===== config.mk =====
export PLATFORM = sky130hd
export DESIGN_NAME = sdram_cmd_issuer
export DESIGN_NICKNAME = d
export VERILOG_FILES = /design/src/rtl/sdci_pkg.sv /design/src/rtl/sdci_cfg_regs.sv /design/src/rtl/sdci_refresh_timer.sv /design/src/rtl/sdci_seq.sv /design/src/rtl/sdram_cmd_issuer.sv
export SDC_FILE = /design/constraint.sdc
export NUM_CORES = 1
export LEC_CHECK = 0
export BUFFER_PORTS_ARGS = -buffer_cell sky130_fd_sc_hd__buf_2
export CORE_UTILIZATION = 49
export DETAILED_ROUTE_END_ITERATION = 10
export GPL_TIMING_DRIVEN = 0
export PLACE_DENSITY = 0.81
export SKIP_LAST_GASP = 1
export SLEW_MARGIN = 30
export SYNTH_ARGS = -nofsm -noshare
export SYNTH_HDL_FRONTEND = slang
export SYNTH_SLANG_ARGS = --single-unit

===== constraint.sdc =====
create_clock -name clk -period 3.3 [get_ports clk]
set_input_delay 0.33 -clock clk [delete_from_list [all_inputs] [get_ports clk]]
set_output_delay 0.33 -clock clk [all_outputs]
set_load 0.05 [all_outputs]

===== src/rtl/sdci_pkg.sv =====
package sdci_pkg;

    // {cs_n, ras_n, cas_n, we_n}
    typedef enum logic [3:0] {
        CMD_MRS = 4'b0000,
        CMD_REF = 4'b0001,
        CMD_PRE = 4'b0010,
        CMD_ACT = 4'b0011,
        CMD_WR  = 4'b0100,
        CMD_RD  = 4'b0101,
        CMD_NOP = 4'b0111
    } sd_cmd_e;

    typedef enum logic [2:0] {
        OP_NORMAL   = 3'd0,
        OP_AUTOREF  = 3'd1,
        OP_SELFREF  = 3'd2,
        OP_LOADMODE = 3'd3,
        OP_PRE_ONE  = 3'd4,
        OP_PRE_ALL  = 3'd5,
        OP_ACTIVATE = 3'd6,
        OP_RAW_RW   = 3'd7
    } op_mode_e;

    typedef enum logic [3:0] {
        S_IDLE, S_RFSH, S_WAKE, S_ACT, S_TRCD, S_RW,
        S_TRDP, S_PRE, S_ONE, S_DONE, S_HOLD
    } seq_state_e;

    function automatic logic [3:0] hold_len(input logic [1:0] sel);
        unique case (sel)
            2'd0:    return 4'd0;
            2'd1:    return 4'd1;
            2'd2:    return 4'd4;
            default: return 4'd8;
        endcase
    endfunction

endpackage


===== src/rtl/sdci_cfg_regs.sv =====
module sdci_cfg_regs
    import sdci_pkg::*;
#(
    parameter int PER_W = 16
) (
    input  logic             clk,
    input  logic             rst_n,
    input  logic             cfg_we,
    input  logic [31:0]      cfg_wdata,
    output op_mode_e         op_mode,
    output logic             rfsh_en,
    output logic [1:0]       hold_sel,
    output logic [PER_W-1:0] rfsh_period,
    output logic [31:0]      cfg_rdata
);
    localparam int PER_LSB = 8;

    always_ff @(posedge clk) begin
        if (!rst_n) begin
            op_mode     <= OP_NORMAL;
            rfsh_en     <= 1'b0;
            hold_sel    <= 2'd0;
            rfsh_period <= '0;
        end else if (cfg_we) begin
            op_mode     <= op_mode_e'(cfg_wdata[2:0]);
            rfsh_en     <= cfg_wdata[3];
            hold_sel    <= cfg_wdata[5:4];
            rfsh_period <= cfg_wdata[PER_LSB +: PER_W];
        end
    end

    always_comb begin
        cfg_rdata                   = '0;
        cfg_rdata[2:0]              = op_mode;
        cfg_rdata[3]                = rfsh_en;
        cfg_rdata[5:4]              = hold_sel;
        cfg_rdata[PER_LSB +: PER_W] = rfsh_period;
    end

endmodule


===== src/rtl/sdci_refresh_timer.sv =====
module sdci_refresh_timer #(
    parameter int PER_W = 16
) (
    input  logic             clk,
    input  logic             rst_n,
    input  logic             en,
    input  logic [PER_W-1:0] period,
    input  logic             ack,
    output logic             pending
);
    logic [PER_W-1:0] cnt;
    logic             fire;

    assign fire = en && (({1'b0, cnt} + (PER_W+1)'(1)) >= {1'b0, period});

    always_ff @(posedge clk) begin
        if (!rst_n || !en) begin
            cnt     <= '0;
            pending <= 1'b0;
        end else begin
            cnt <= fire ? '0 : cnt + 1'b1;
            if (fire)
                pending <= 1'b1;
            else if (ack)
                pending <= 1'b0;
        end
    end

endmodule


===== src/rtl/sdci_seq.sv =====
module sdci_seq
    import sdci_pkg::*;
#(
    parameter int BA_W  = 2,
    parameter int ROW_W = 13,
    parameter int COL_W = 10,
    parameter int DW    = 32
) (
    input  logic                      clk,
    input  logic                      rst_n,
    input  op_mode_e                  op_mode,
    input  logic [1:0]                hold_sel,
    input  logic                      rfsh_pend,
    output logic                      rfsh_ack,
    input  logic                      req_valid,
    output logic                      req_ready,
    input  logic [BA_W+ROW_W+COL_W-1:0] req_addr,
    input  logic                      req_write,
    input  logic [DW-1:0]             req_wdata,
    output logic                      done,
    output logic [DW-1:0]             rd_data,
    output logic                      sd_cke,
    output sd_cmd_e                   sd_cmd,
    output logic [BA_W-1:0]           sd_ba,
    output logic [ROW_W-1:0]          sd_addr,
    output logic [DW-1:0]             sd_dq_out,
    output logic                      sd_dq_oe,
    input  logic [DW-1:0]             sd_dq_in
);
    localparam int AW  = BA_W + ROW_W + COL_W;
    localparam int A10 = 10;

    seq_state_e      st, st_n;
    op_mode_e        op_q;
    logic            wr_q, cke_low, accept, hold_due;
    logic [AW-1:0]   addr_q;
    logic [DW-1:0]   wdata_q, rdata_q;
    logic [3:0]      hold_cnt;
    logic [BA_W-1:0] bank_q;
    logic [ROW_W-1:0] row_q;
    logic [COL_W-1:0] col_q;

    assign bank_q = addr_q[AW-1 -: BA_W];
    assign row_q  = addr_q[COL_W +: ROW_W];
    assign col_q  = addr_q[COL_W-1:0];
    assign hold_due = !wr_q && (op_q == OP_NORMAL || op_q == OP_RAW_RW)
                      && (hold_len(hold_sel) != 4'd0);

    function automatic seq_state_e entry_of(input op_mode_e m);
        return (m == OP_NORMAL) ? S_ACT : S_ONE;
    endfunction

    // state register
    always_ff @(posedge clk) begin
        if (!rst_n) st <= S_IDLE;
        else        st <= st_n;
    end

    // next state
    always_comb begin
        st_n   = st;
        accept = 1'b0;
        unique case (st)
            S_IDLE: begin
                if (rfsh_pend && !cke_low) begin
                    st_n = S_RFSH;
                end else if (req_valid) begin
                    accept = 1'b1;
                    st_n   = cke_low ? S_WAKE : entry_of(op_mode);
                end
            end
            S_RFSH: st_n = S_IDLE;
            S_WAKE: st_n = entry_of(op_q);
            S_ACT:  st_n = S_TRCD;
            S_TRCD: st_n = S_RW;
            S_RW:   st_n = S_TRDP;
            S_TRDP: st_n = S_PRE;
            S_PRE:  st_n = S_DONE;
            S_ONE:  st_n = S_DONE;
            S_DONE: st_n = hold_due ? S_HOLD : S_IDLE;
            S_HOLD: st_n = (hold_cnt == 4'd1) ? S_IDLE : S_HOLD;
            default: st_n = S_IDLE;
        endcase
    end

    // latched request, capture and counters
    always_ff @(posedge clk) begin
        if (!rst_n) begin
            op_q     <= OP_NORMAL;
            wr_q     <= 1'b0;
            addr_q   <= '0;
            wdata_q  <= '0;
            rdata_q  <= '0;
            hold_cnt <= '0;
            cke_low  <= 1'b0;
        end else begin
            if (accept) begin
                op_q    <= op_mode;
                wr_q    <= req_write;
                addr_q  <= req_addr;
                wdata_q <= req_wdata;
            end
            if (st == S_PRE && !wr_q) rdata_q <= sd_dq_in;
            if (st == S_DONE)         hold_cnt <= hold_len(hold_sel);
            else if (st == S_HOLD)    hold_cnt <= hold_cnt - 4'd1;
            if (st == S_ONE && op_q == OP_SELFREF) cke_low <= 1'b1;
            else if (st == S_WAKE)                 cke_low <= 1'b0;
        end
    end

    // outputs
    always_comb begin
        sd_cmd    = CMD_NOP;
        sd_ba     = '0;
        sd_addr   = '0;
        sd_dq_oe  = 1'b0;
        sd_cke    = !cke_low;
        done      = 1'b0;
        req_ready = 1'b0;
        rfsh_ack  = 1'b0;
        unique case (st)
            S_IDLE: req_ready = !(rfsh_pend && !cke_low);
            S_RFSH: begin
                sd_cmd   = CMD_REF;
                rfsh_ack = 1'b1;
            end
            S_WAKE: sd_cke = 1'b1;
            S_ACT: begin
                sd_cmd  = CMD_ACT;
                sd_ba   = bank_q;
                sd_addr = row_q;
            end
            S_RW: begin
                sd_cmd               = wr_q ? CMD_WR : CMD_RD;
                sd_ba                = bank_q;
                sd_addr[COL_W-1:0]   = col_q;
                sd_dq_oe             = wr_q;
            end
            S_PRE: begin
                sd_cmd = CMD_PRE;
                sd_ba  = bank_q;
            end
            S_ONE: begin
                unique case (op_q)
                    OP_AUTOREF:  sd_cmd = CMD_REF;
                    OP_SELFREF: begin
                        sd_cmd = CMD_REF;
                        sd_cke = 1'b0;
                    end
                    OP_LOADMODE: begin
                        sd_cmd  = CMD_MRS;
                        sd_addr = addr_q[ROW_W-1:0];
                    end
                    OP_PRE_ONE: begin
                        sd_cmd = CMD_PRE;
                        sd_ba  = bank_q;
                    end
                    OP_PRE_ALL: begin
                        sd_cmd       = CMD_PRE;
                        sd_addr[A10] = 1'b1;
                    end
                    OP_ACTIVATE: begin
                        sd_cmd  = CMD_ACT;
                        sd_ba   = bank_q;
                        sd_addr = row_q;
                    end
                    default: begin
                        sd_cmd             = wr_q ? CMD_WR : CMD_RD;
                        sd_ba              = bank_q;
                        sd_addr[COL_W-1:0] = col_q;
                        sd_dq_oe           = wr_q;
                    end
                endcase
            end
            S_DONE: done = 1'b1;
            default: ;
        endcase
    end

    assign sd_dq_out = wdata_q;
    assign rd_data   = rdata_q;

endmodule


===== src/rtl/sdram_cmd_issuer.sv =====
module sdram_cmd_issuer
    import sdci_pkg::*;
#(
    parameter int BA_W  = 2,
    parameter int ROW_W = 13,
    parameter int COL_W = 10,
    parameter int DW    = 32,
    parameter int PER_W = 16
) (
    input  logic                        clk,
    input  logic                        rst_n,
    input  logic                        cfg_we,
    input  logic [31:0]                 cfg_wdata,
    output logic [31:0]                 cfg_rdata,
    input  logic                        req_valid,
    output logic                        req_ready,
    input  logic [BA_W+ROW_W+COL_W-1:0] req_addr,
    input  logic                        req_write,
    input  logic [DW-1:0]               req_wdata,
    output logic                        done,
    output logic [DW-1:0]               rd_data,
    output logic                        sd_cke,
    output logic                        sd_cs_n,
    output logic                        sd_ras_n,
    output logic                        sd_cas_n,
    output logic                        sd_we_n,
    output logic [BA_W-1:0]             sd_ba,
    output logic [ROW_W-1:0]            sd_addr,
    output logic [DW-1:0]               sd_dq_out,
    output logic                        sd_dq_oe,
    input  logic [DW-1:0]               sd_dq_in
);
    op_mode_e         op_mode;
    logic             rfsh_en, rfsh_pend, rfsh_ack;
    logic [1:0]       hold_sel;
    logic [PER_W-1:0] rfsh_period;
    sd_cmd_e          sd_cmd;

    sdci_cfg_regs #(.PER_W(PER_W)) u_cfg (
        .clk(clk), .rst_n(rst_n), .cfg_we(cfg_we), .cfg_wdata(cfg_wdata),
        .op_mode(op_mode), .rfsh_en(rfsh_en), .hold_sel(hold_sel),
        .rfsh_period(rfsh_period), .cfg_rdata(cfg_rdata)
    );

    sdci_refresh_timer #(.PER_W(PER_W)) u_tmr (
        .clk(clk), .rst_n(rst_n), .en(rfsh_en), .period(rfsh_period),
        .ack(rfsh_ack), .pending(rfsh_pend)
    );

    sdci_seq #(.BA_W(BA_W), .ROW_W(ROW_W), .COL_W(COL_W), .DW(DW)) u_seq (
        .clk(clk), .rst_n(rst_n), .op_mode(op_mode), .hold_sel(hold_sel),
        .rfsh_pend(rfsh_pend), .rfsh_ack(rfsh_ack),
        .req_valid(req_valid), .req_ready(req_ready), .req_addr(req_addr),
        .req_write(req_write), .req_wdata(req_wdata), .done(done),
        .rd_data(rd_data), .sd_cke(sd_cke), .sd_cmd(sd_cmd), .sd_ba(sd_ba),
        .sd_addr(sd_addr), .sd_dq_out(sd_dq_out), .sd_dq_oe(sd_dq_oe),
        .sd_dq_in(sd_dq_in)
    );

    assign {sd_cs_n, sd_ras_n, sd_cas_n, sd_we_n} = sd_cmd;

endmodule


==> flow_results.org, run 1 <==
** Global routing
- The number of global-route vias before repair was 5,641.
- Global router's overall resource usage :: 26.5%
- For this run the aggregate overflow at the end of global routing stands at 0.
- Pin count of the biggest net entering global routing :: 17
- Initial antenna violation count :: 0
- Global-route wire length before repair :: 26.7 mm

** Logic synthesis
- sky130_fd_sc_hd__dfxtp_1 takes more of the synthesized area than any other cell.
- Area share of the largest cell type after synthesis :: 45.8%
- The share of the Yosys chip area taken by registers is 45.8%.
- For this run, the leading register cell type out of synthesis is sky130_fd_sc_hd__dfxtp_1.
- Fraction of synthesis flops using an asynchronous set or reset pin :: 0%
- Ranking of synthesized cells by area :: sky130_fd_sc_hd__dfxtp_1 (46%), sky130_fd_sc_hd__nand2_1 (12%), sky130_fd_sc_hd__a21oi_1 (9.0%)
- The netlist uses 48 different library cells.
- Synth warnings :: 0
- A synthesized cell averages 8.08 um2.
- The synthesized netlist occupies a cell area of 0.00616 mm2.
- Post-synthesis cell count :: 763
- Count of flip-flops with a built-in enable after synthesis :: 0
- Synthesis inferred 141 register bits.

** Timing
- Final Hold Violating Endpoints :: 0
- Setup total negative slack on the finished layout was measured at 0 ns.
- Hold WS :: 0.141 ns
- Slew at the pin closest to its max-slew limit :: 0.761 ns
- Max Clock Skew :: 0.00832 ns
- F_max :: 322 MHz
- Fin worst setup slack :: 0.195 ns
- The routed design could run at a clock period as short as 3.10 ns.
- Setup repair after global routing left no endpoint under its margin.
- Measured against its own limit, the worst slew margin works out to 49.3%.
- Setup violations remaining at the end of the flow were counted as 0.
- Final worst-path cycle share :: 94.1%
- Final Max Tran Viols :: 0

** Min path
- The startpoint identified for the worst hold timing path is req_wdata[18].
- Worst hold path cell count :: 3
- Type of the tightest min-delay check :: in -> reg
- Worst Hold Endpoint :: u_seq.sd_dq_out[18]

** Pwr
- For this design the ratio of total power to cell area is 746 mW/mm2.
- In this run the static leakage power is 3.75 nW.
- Design Power :: 6.10 mW
- Maximum vdd drop :: 0.723 mV

** Worst setup path
- WP buf/inv :: 1
- For this design, the slowest cell found on the critical path is sky130_fd_sc_hd__or4_1.
- Cell count of the worst reg-to-reg path :: 11
- Classification of the worst setup path :: reg -> reg
- Terminus of the critical flop-to-flop path :: u_tmr.cnt[10]
- Startpoint class of the critical path :: flip-flop
- Register-to-Register Setup Slack :: 0.20 ns
- Among cell families on the critical path, the largest total delay comes from simple AND/OR/NAND/NOR gates.
- The largest single stage delay on the critical path is 0.60 ns.
- Maximum fanout along the worst path :: 10
- The critical path goes through ha_1 > nand4_1 > nor2_2 > nand3_1 > xnor2_1 > ha_1 > nand3_1 > or4_1 > o211ai_4 > clkbuf_4 > nor3b_1.
- CP endpoint kind :: flip-flop
- Worst EP required :: 3.60 ns
- The worst register-to-register path begins at u_tmr.cnt[0].
- For the worst setup path, the data arrival time is 3.40 ns.

** Clocking
- Cell at the root of the clock tree :: sky130_fd_sc_hd__clkbuf_16
- TritonCTS created 17 clock buffers.
- Clock edge transition at the registers on the reported setup and hold paths :: 0.06 ns
- Number of sinks driven by the clock tree :: 141
- No sink is reached through more buffers than the 2 on the longest clock path.
- TritonCTS built the clock tree.
- The clock reaches the later pin of the worst-skew pair after 0.42 ns.
- The clock tree synthesis step divided the H-tree into 4 levels.

** Drt
- Dividing the detail-routed via count by the number of cells gives 5.04.
- The routed layout has 6,032 vias.
- For this block, the routed nets add up to 17.1 mm of wire.
- Average wire per standard cell :: 14.3 um
- For this run, design rule violations remaining after detail routing come to 0.
- The first detailed-routing pass took 5 iterations.
- Detailed Route Iter0 Violations :: 340
- Post-route antenna net violation count :: 0

** Final layout
- 0 antenna diodes ended up in the layout.
- Once layout is complete, the cells apart from fillers number 1,197.
- For this run, the post-layout net count is 1,161.
- The finished cells cover 0.00818 mm2.
- Final-layout fill cell count :: 1,078
- Fraction of final layout cells sized beyond drive strength 1 :: 27.6%
- Area grow syn2layout :: 32.7%
- Once layout is complete, the utilization of the core stands at 67.5%.

** Place
- Global placement routability congestion :: 0.855
- Summed over all nets, the half-perimeter wirelength after detailed placement is 12.6 mm.
- Summing all placed instances gives a cell area of 0.00752 mm2.
- Port buffering added 222 buffers.
- Setup slack after placement :: 0.0180 ns
- Placed cell count :: 1,163

** Die
- Once the floorplan was initialized, standard cells occupied 50.9% of the core.
- The region available for standard cell placement spans 0.0121 mm2.
- Height of the die :: 114 um
- DIE WIDTH :: 114 um
- Row generation in the floorplan step produced 40 rows.
- I/O pin total :: 245
- Area of the die :: 0.0130 mm2

** Outcome
- Outcome :: complete, no violations

** Job
- Max-cap viol count :: 0
## layout by cell type, fill, tap and decap left out, types with 17 or more instances in the layout
cell,count
sky130_fd_sc_hd__a21oi_1,111
sky130_fd_sc_hd__buf_2,224
sky130_fd_sc_hd__clkbuf_1,35
sky130_fd_sc_hd__clkbuf_16,17
sky130_fd_sc_hd__dfxtp_1,141
sky130_fd_sc_hd__ha_1,19
sky130_fd_sc_hd__inv_1,27
sky130_fd_sc_hd__mux2i_1,23
sky130_fd_sc_hd__nand2_1,204
sky130_fd_sc_hd__nor2_1,42
sky130_fd_sc_hd__nor3b_1,17
## worst register-to-register path: stages, from the launching register on
cell and delay [ns]:
sky130_fd_sc_hd__dfxtp_1 0.42, sky130_fd_sc_hd__ha_1 0.25, sky130_fd_sc_hd__nand4_1 0.21, sky130_fd_sc_hd__nor2_2 0.23, sky130_fd_sc_hd__nand3_1 0.13, sky130_fd_sc_hd__xnor2_1 0.16
sky130_fd_sc_hd__ha_1 0.30, sky130_fd_sc_hd__nand3_1 0.13, sky130_fd_sc_hd__or4_1 0.60, sky130_fd_sc_hd__o211ai_4 0.24, sky130_fd_sc_hd__clkbuf_4 0.25, sky130_fd_sc_hd__nor3b_1 0.09
## cell families after synthesis
group	after synthesis	synth area share, %
buffers and inverters	86	6.82
adders and majority gates	19	3.86
and+or+nand+nor	318	22.3
DFF	141	45.8
muxes	23	3.74
AOI/OAI and AO/OA	158	15.0
xor gates and xnor gates	17	2.42
other	1	0.0609
## flip-flops by register name, indices dropped and copies added, names as in the netlist, 4 cells and up
signal             cells
u_cfg.rfsh_period     16
u_seq.st               4
u_seq.addr_q          25
u_seq.sd_dq_out       32
u_seq.hold_cnt         4
u_seq.rd_data         32
u_tmr.cnt             16
## worst max path at each step
stage,startpoint,endpoint,cells past startpoint
2_1_floorplan,u_tmr.cnt[0],u_tmr.cnt[10],11
3_3_place_gp,u_tmr.cnt[0],u_tmr.cnt[9],11
3_5_place_dp,u_tmr.cnt[0],u_tmr.cnt[10],11
4_1_cts,u_tmr.cnt[0],u_tmr.cnt[10],11
5_1_grt,u_tmr.cnt[0],u_tmr.cnt[10],11
6_report,u_tmr.cnt[0],u_tmr.cnt[10],11
## cell usage after synthesis (all sizes together) (2+ instances only)
library cell,n
nand4,6
or2,2
nand3,13
xor2,8
nor3b,17
nand2,204
clkbuf,35
ha,19
a21o,3
nor3,9
a22o,12
o21ai,13
a211oi,2
mux2i,23
nor2,44
xnor2,9
and2,5
a31oi,3
inv,27
and3,2
nor4,2
o21a,3
dfxtp,141
a21oi,111
nor2b,4
nand2b,6
buf,24
## cell type report
type,instances,area (um2),area share [%]
sequential,141,2820,34.5
multi-input combinational,546,2970,36.3
tap,168,210,2.57
inverter,27,101,1.24
clock inverter,14,195,2.39
timing repair buffer,224,1130,13.8
clock buffer,18,429,5.25
buffer,59,323,3.95
## power by group
| group | switching, mW | internal (mW) |
|---|---|---|
| sequential | 0.149 | 1.93 |
| combinational | 1.41 | 0.594 |
| clock | 0.756 | 1.26 |
| total | 2.31 | 3.79 |
## what timing repair did
item | 4_1_cts | 5_1_grt
setup endpoints to repair | 9 | 10
pin swaps | 0 | 1
gates resized for setup | 1 | 4
cloned | 0 | 0
hold buffers | 0 | 0
buffers inserted | 0 | 2
## routing by layer
| metal | track usage [%] | wire, um | vias to the layer above |
|---|---|---|---|
| met2 | 44.3 | 8200 | 222 |
| met1 | 31.4 | 7150 | 2730 |
| met5 | 0 | 0 | - |
| met3 | 7.94 | 1210 | 46 |
| li1 | - | - | 3034 |
| met4 | 12.1 | 578 | 0 |
Power figures use the tool's default switching activity.
==> inputs of run 2 (changes only) <==
Settings changed: CORE_UTILIZATION 49 to 44, PLACE_DENSITY 0.81 to 0.76.
Clock period 3.3 ns to 2.5 ns, I/O delays scaled along.
==> flow_results.org, run 2 (same netlist as run 1, synthesis figures left out) <==
** Outcome
- The run finished, with violations left.
- The final reports fail on setup timing.

** Pwr
- The peak supply drop was 0.788 mV (+9.0%).
- The static power due to leakage came to 3.84 nW (+2.3%).
- The ratio of total power to cell area came to 970 mW/mm2 (+30%).

** Die
- Initial core utilization :: 45.8% (-5.1 points)
- The die area is 0.0145 mm2 (+11%).
- The placeable core region came to 0.0135 mm2 (+11%).
- The placement row count was 42 (+5.0%).
- Height of the die :: 120 um (+5.4%)
- DIE WIDTH :: 120 um (+5.4%)
- The number of primary I/O pins came to 245 (unchanged).

** Worst setup path
- Worst path slowest cell :: sky130_fd_sc_hd__or4_4
- The critical path is of the reg -> reg type.
- STA classifies the critical path startpoint as a flip-flop.
- The buffering stage count on the worst path with inverters included came to 1 (unchanged).
- The data arrival time at the worst-slack endpoint is 3.13 ns (-0.27 ns).
- The cell that appears most often on the critical path is sky130_fd_sc_hd__nand4_1.
- Largest delay share family, worst path :: simple AND/OR/NAND/NOR gates
- Walking the worst path, the cells encountered are ha_4 > nand4_1 > nor2_4 > and3_4 > xor2_2 > ha_1 > nand4_1 > or4_4 > o211ai_4 > buf_4 > o211a_1.
- The peak per-stage delay on the critical path came to 0.51 ns (-0.09 ns).
- CP endpoint kind :: flip-flop
- The largest driver fanout on the critical path came to 4 (-6).
- The data required time at the worst endpoint is 2.85 ns (-0.75 ns).

** Final layout
- Antenna fix cells :: 0 (unchanged)
- Area grow syn2layout :: 37.2%
- The proportion of layout cells with a drive suffix above 1 was 30.5% (+2.9 points).
- Post-layout net count :: 1,170 (+0.78%)
- In the layout the commonest cells are sky130_fd_sc_hd__buf_2 (215), sky130_fd_sc_hd__nand2_1 (204), sky130_fd_sc_hd__dfxtp_1 (138).
- Leading cell type in the layout, fill and taps excluded :: sky130_fd_sc_hd__buf_2
- Finished Core Util :: 62.8% (-4.7 points)

** Drt
- Post-route antenna net violation count :: 0 (unchanged)
- The wire length after detailed routing was 17.8 mm (+4.0%).
- The total via count after detailed routing is 6,117 (+1.4%).
- The average wire per cell in the routed design is 14.7 um (+2.7%).
- The count of unresolved DRC violations after routing is 0 (unchanged).
- Detailed Route Iter0 Violations :: 353 (+3.8%)
- The number of vias per cell was 5.05 (+0.15%).
- The detailed-routing iteration count for the pre-antenna-repair pass was 7 (+2).

** Timing
- Max Clock Skew :: 0.00963 ns (+0.00130 ns)
- Setup repair after global routing could not meet its margin everywhere.
- The number of hold violations in the final report is 0 (unchanged).
- The final sum of negative setup slack was -4.29 ns (-4.29 ns).
- Final number of setup-violating endpoints :: 17 (+17)
- Fin worst setup slack :: -0.274 ns (-0.470 ns)
- The final-report max-slew violation count is 0 (unchanged).
- Final worst-path cycle share :: 111% (+17 points)
- Slew at the pin closest to its max-slew limit :: 0.733 ns (-0.0279 ns)
- The worst max-slew margin expressed relative to the limit came to 51.1% (+1.9 points).
- Period minus WS final :: 2.77 ns (-0.330 ns)
- F_max :: 360 MHz (+12%)

** Place
- Detail Placement HPWL :: 12.8 mm (+1.6%)
- The total of buffers placed on input and output ports is 222 (unchanged).
- Global placement routability congestion :: 0.828 (-3.2%)

** Global routing
- Pin count of the biggest net entering global routing :: 17 (unchanged)
- The global-route wire length before repair came to 28.3 mm (+5.9%).
- The total congestion overflow after global routing was 0 (unchanged).
- Global router's overall resource usage :: 24.9% (-1.7 points)
- The number of global-route vias before repair is 5,855 (+3.8%).
- The number of antenna violations at the first check in global routing was 0 (unchanged).

** Clocking
- CTS Buffer Depth :: 2 (unchanged)
- TritonCTS built the clock tree.
- The number of H-tree levels came to 4 (unchanged).
- The clock transition at the registers of the reported paths is 0.06 ns (about the same).
- The clock insertion delay at the later pin of the skew report came to 0.41 ns (about the same).
- Num CTS Buffers :: 17 (unchanged)
- The tree is rooted in a sky130_fd_sc_hd__clkbuf_16.
- The post-cts hold buffer count is 0 (unchanged).
- Number of sinks driven by the clock tree :: 141 (unchanged)

** Min path
- The min-delay analysis places its worst path in the category in -> reg.

** Job
- Max-cap viol count :: 0 (unchanged)
## run 2: cell types whose count changed in the layout (fill, tap and decap cells not counted), moves of 3 or more
| cell | before | now |
|---|---|---|
| sky130_fd_sc_hd__buf_2 | 224 | 215 |
| sky130_fd_sc_hd__buf_4 | 15 | 23 |
| sky130_fd_sc_hd__clkbuf_4 | 1 | 9 |
| sky130_fd_sc_hd__clkbuf_1 | 35 | 30 |
| sky130_fd_sc_hd__nand3_1 | 13 | 9 |
| sky130_fd_sc_hd__nor2_4 | 0 | 4 |
| sky130_fd_sc_hd__buf_6 | 6 | 9 |
| sky130_fd_sc_hd__clkbuf_8 | 0 | 3 |
| sky130_fd_sc_hd__clkinv_4 | 4 | 1 |
| sky130_fd_sc_hd__dfxtp_1 | 141 | 138 |
| sky130_fd_sc_hd__nor3_1 | 9 | 6 |
| sky130_fd_sc_hd__nor3_4 | 0 | 3 |
## run 2: layout make-up
| class | count | area [um2] |
|---|---|---|
| Inverter | 27 | 101 |
| Multi-Input combinational cell | 547 | 3120 |
| Fill cell | 1232 | 5000 |
| Buffer | 59 | 334 |
| Tap cell | 176 | 220 |
| Clock inverter | 10 | 164 |
| Timing Repair Buffer | 232 | 1220 |
| Clock buffer | 20 | 467 |
| Sequential cell | 141 | 2830 |
## run 2: per-layer routing
metal  part of all wire (%)  wire, um  GRT usage [%]  vias up
met5                      0         0              0        -
met4                    2.2       385           9.18        0
met3                    6.9      1240           7.45       24
met2                     49      8790           42.1      207
met1                     42      7410           29.6     2832
li1                       -         -              -     3054
## run 2: what timing repair did
item	4_1_cts	5_1_grt
gates cloned	1	1
pin swaps	3	4
gates resized for setup	21	26
setup buffers	8	1
endpoints found under the setup margin	32	33
## run 2: worst paths after layout
path / from / endpoint / slack, ns / cells past startpoint
setup / recovery: u_tmr.cnt[1] / u_tmr.pending / -0.27 / 11
hold / removal: cfg_wdata[18] / u_cfg.rfsh_period[10] / 0.07 / 3
setup reg to reg: u_tmr.cnt[1] / u_tmr.pending / -0.27 / 11
hold reg to reg: u_seq.rd_data[18] / u_seq.rd_data[18] / 0.45 / 2
## run 2: metrics by stage
| step | std cells | power [mW] | worst slack [ns] | hold slack (ns) | cell area (um2) |
|---|---|---|---|---|---|
| after global placement | 1171 | 5.40 | -0.317 | 0.437 | 7570 |
| after global routing | 1212 | 8.61 | -0.381 | 0.0576 | 8450 |
| after detailed placement | 1171 | 5.44 | -0.346 | 0.442 | 7570 |
| after CTS | 1210 | 8.18 | -0.161 | 0.0534 | 8350 |
| after floorplan | 773 | 4.74 | -0.0203 | 0.383 | 6240 |
| final | 1212 | 8.20 | -0.274 | 0.0672 | 8450 |
## run 2: report_power, final
part | total, mW | internal (mW) | switching [mW]
sequential | 2.75 | 2.54 | 0.210
combinational | 2.76 | 0.840 | 1.92
clock | 2.68 | 1.74 | 0.945
total | 8.20 | 5.12 | 3.08
## run 2: worst register-to-register path, stage by stage (launching register included)
cell                       delay (ns)
sky130_fd_sc_hd__dfxtp_2         0.36
sky130_fd_sc_hd__ha_4            0.14
sky130_fd_sc_hd__nand4_1         0.22
sky130_fd_sc_hd__nor2_4          0.24
sky130_fd_sc_hd__and3_4          0.22
sky130_fd_sc_hd__xor2_2          0.07
sky130_fd_sc_hd__ha_1            0.30
sky130_fd_sc_hd__nand4_1         0.11
sky130_fd_sc_hd__or4_4           0.51
sky130_fd_sc_hd__o211ai_4        0.25
sky130_fd_sc_hd__buf_4           0.15
sky130_fd_sc_hd__o211a_1         0.13
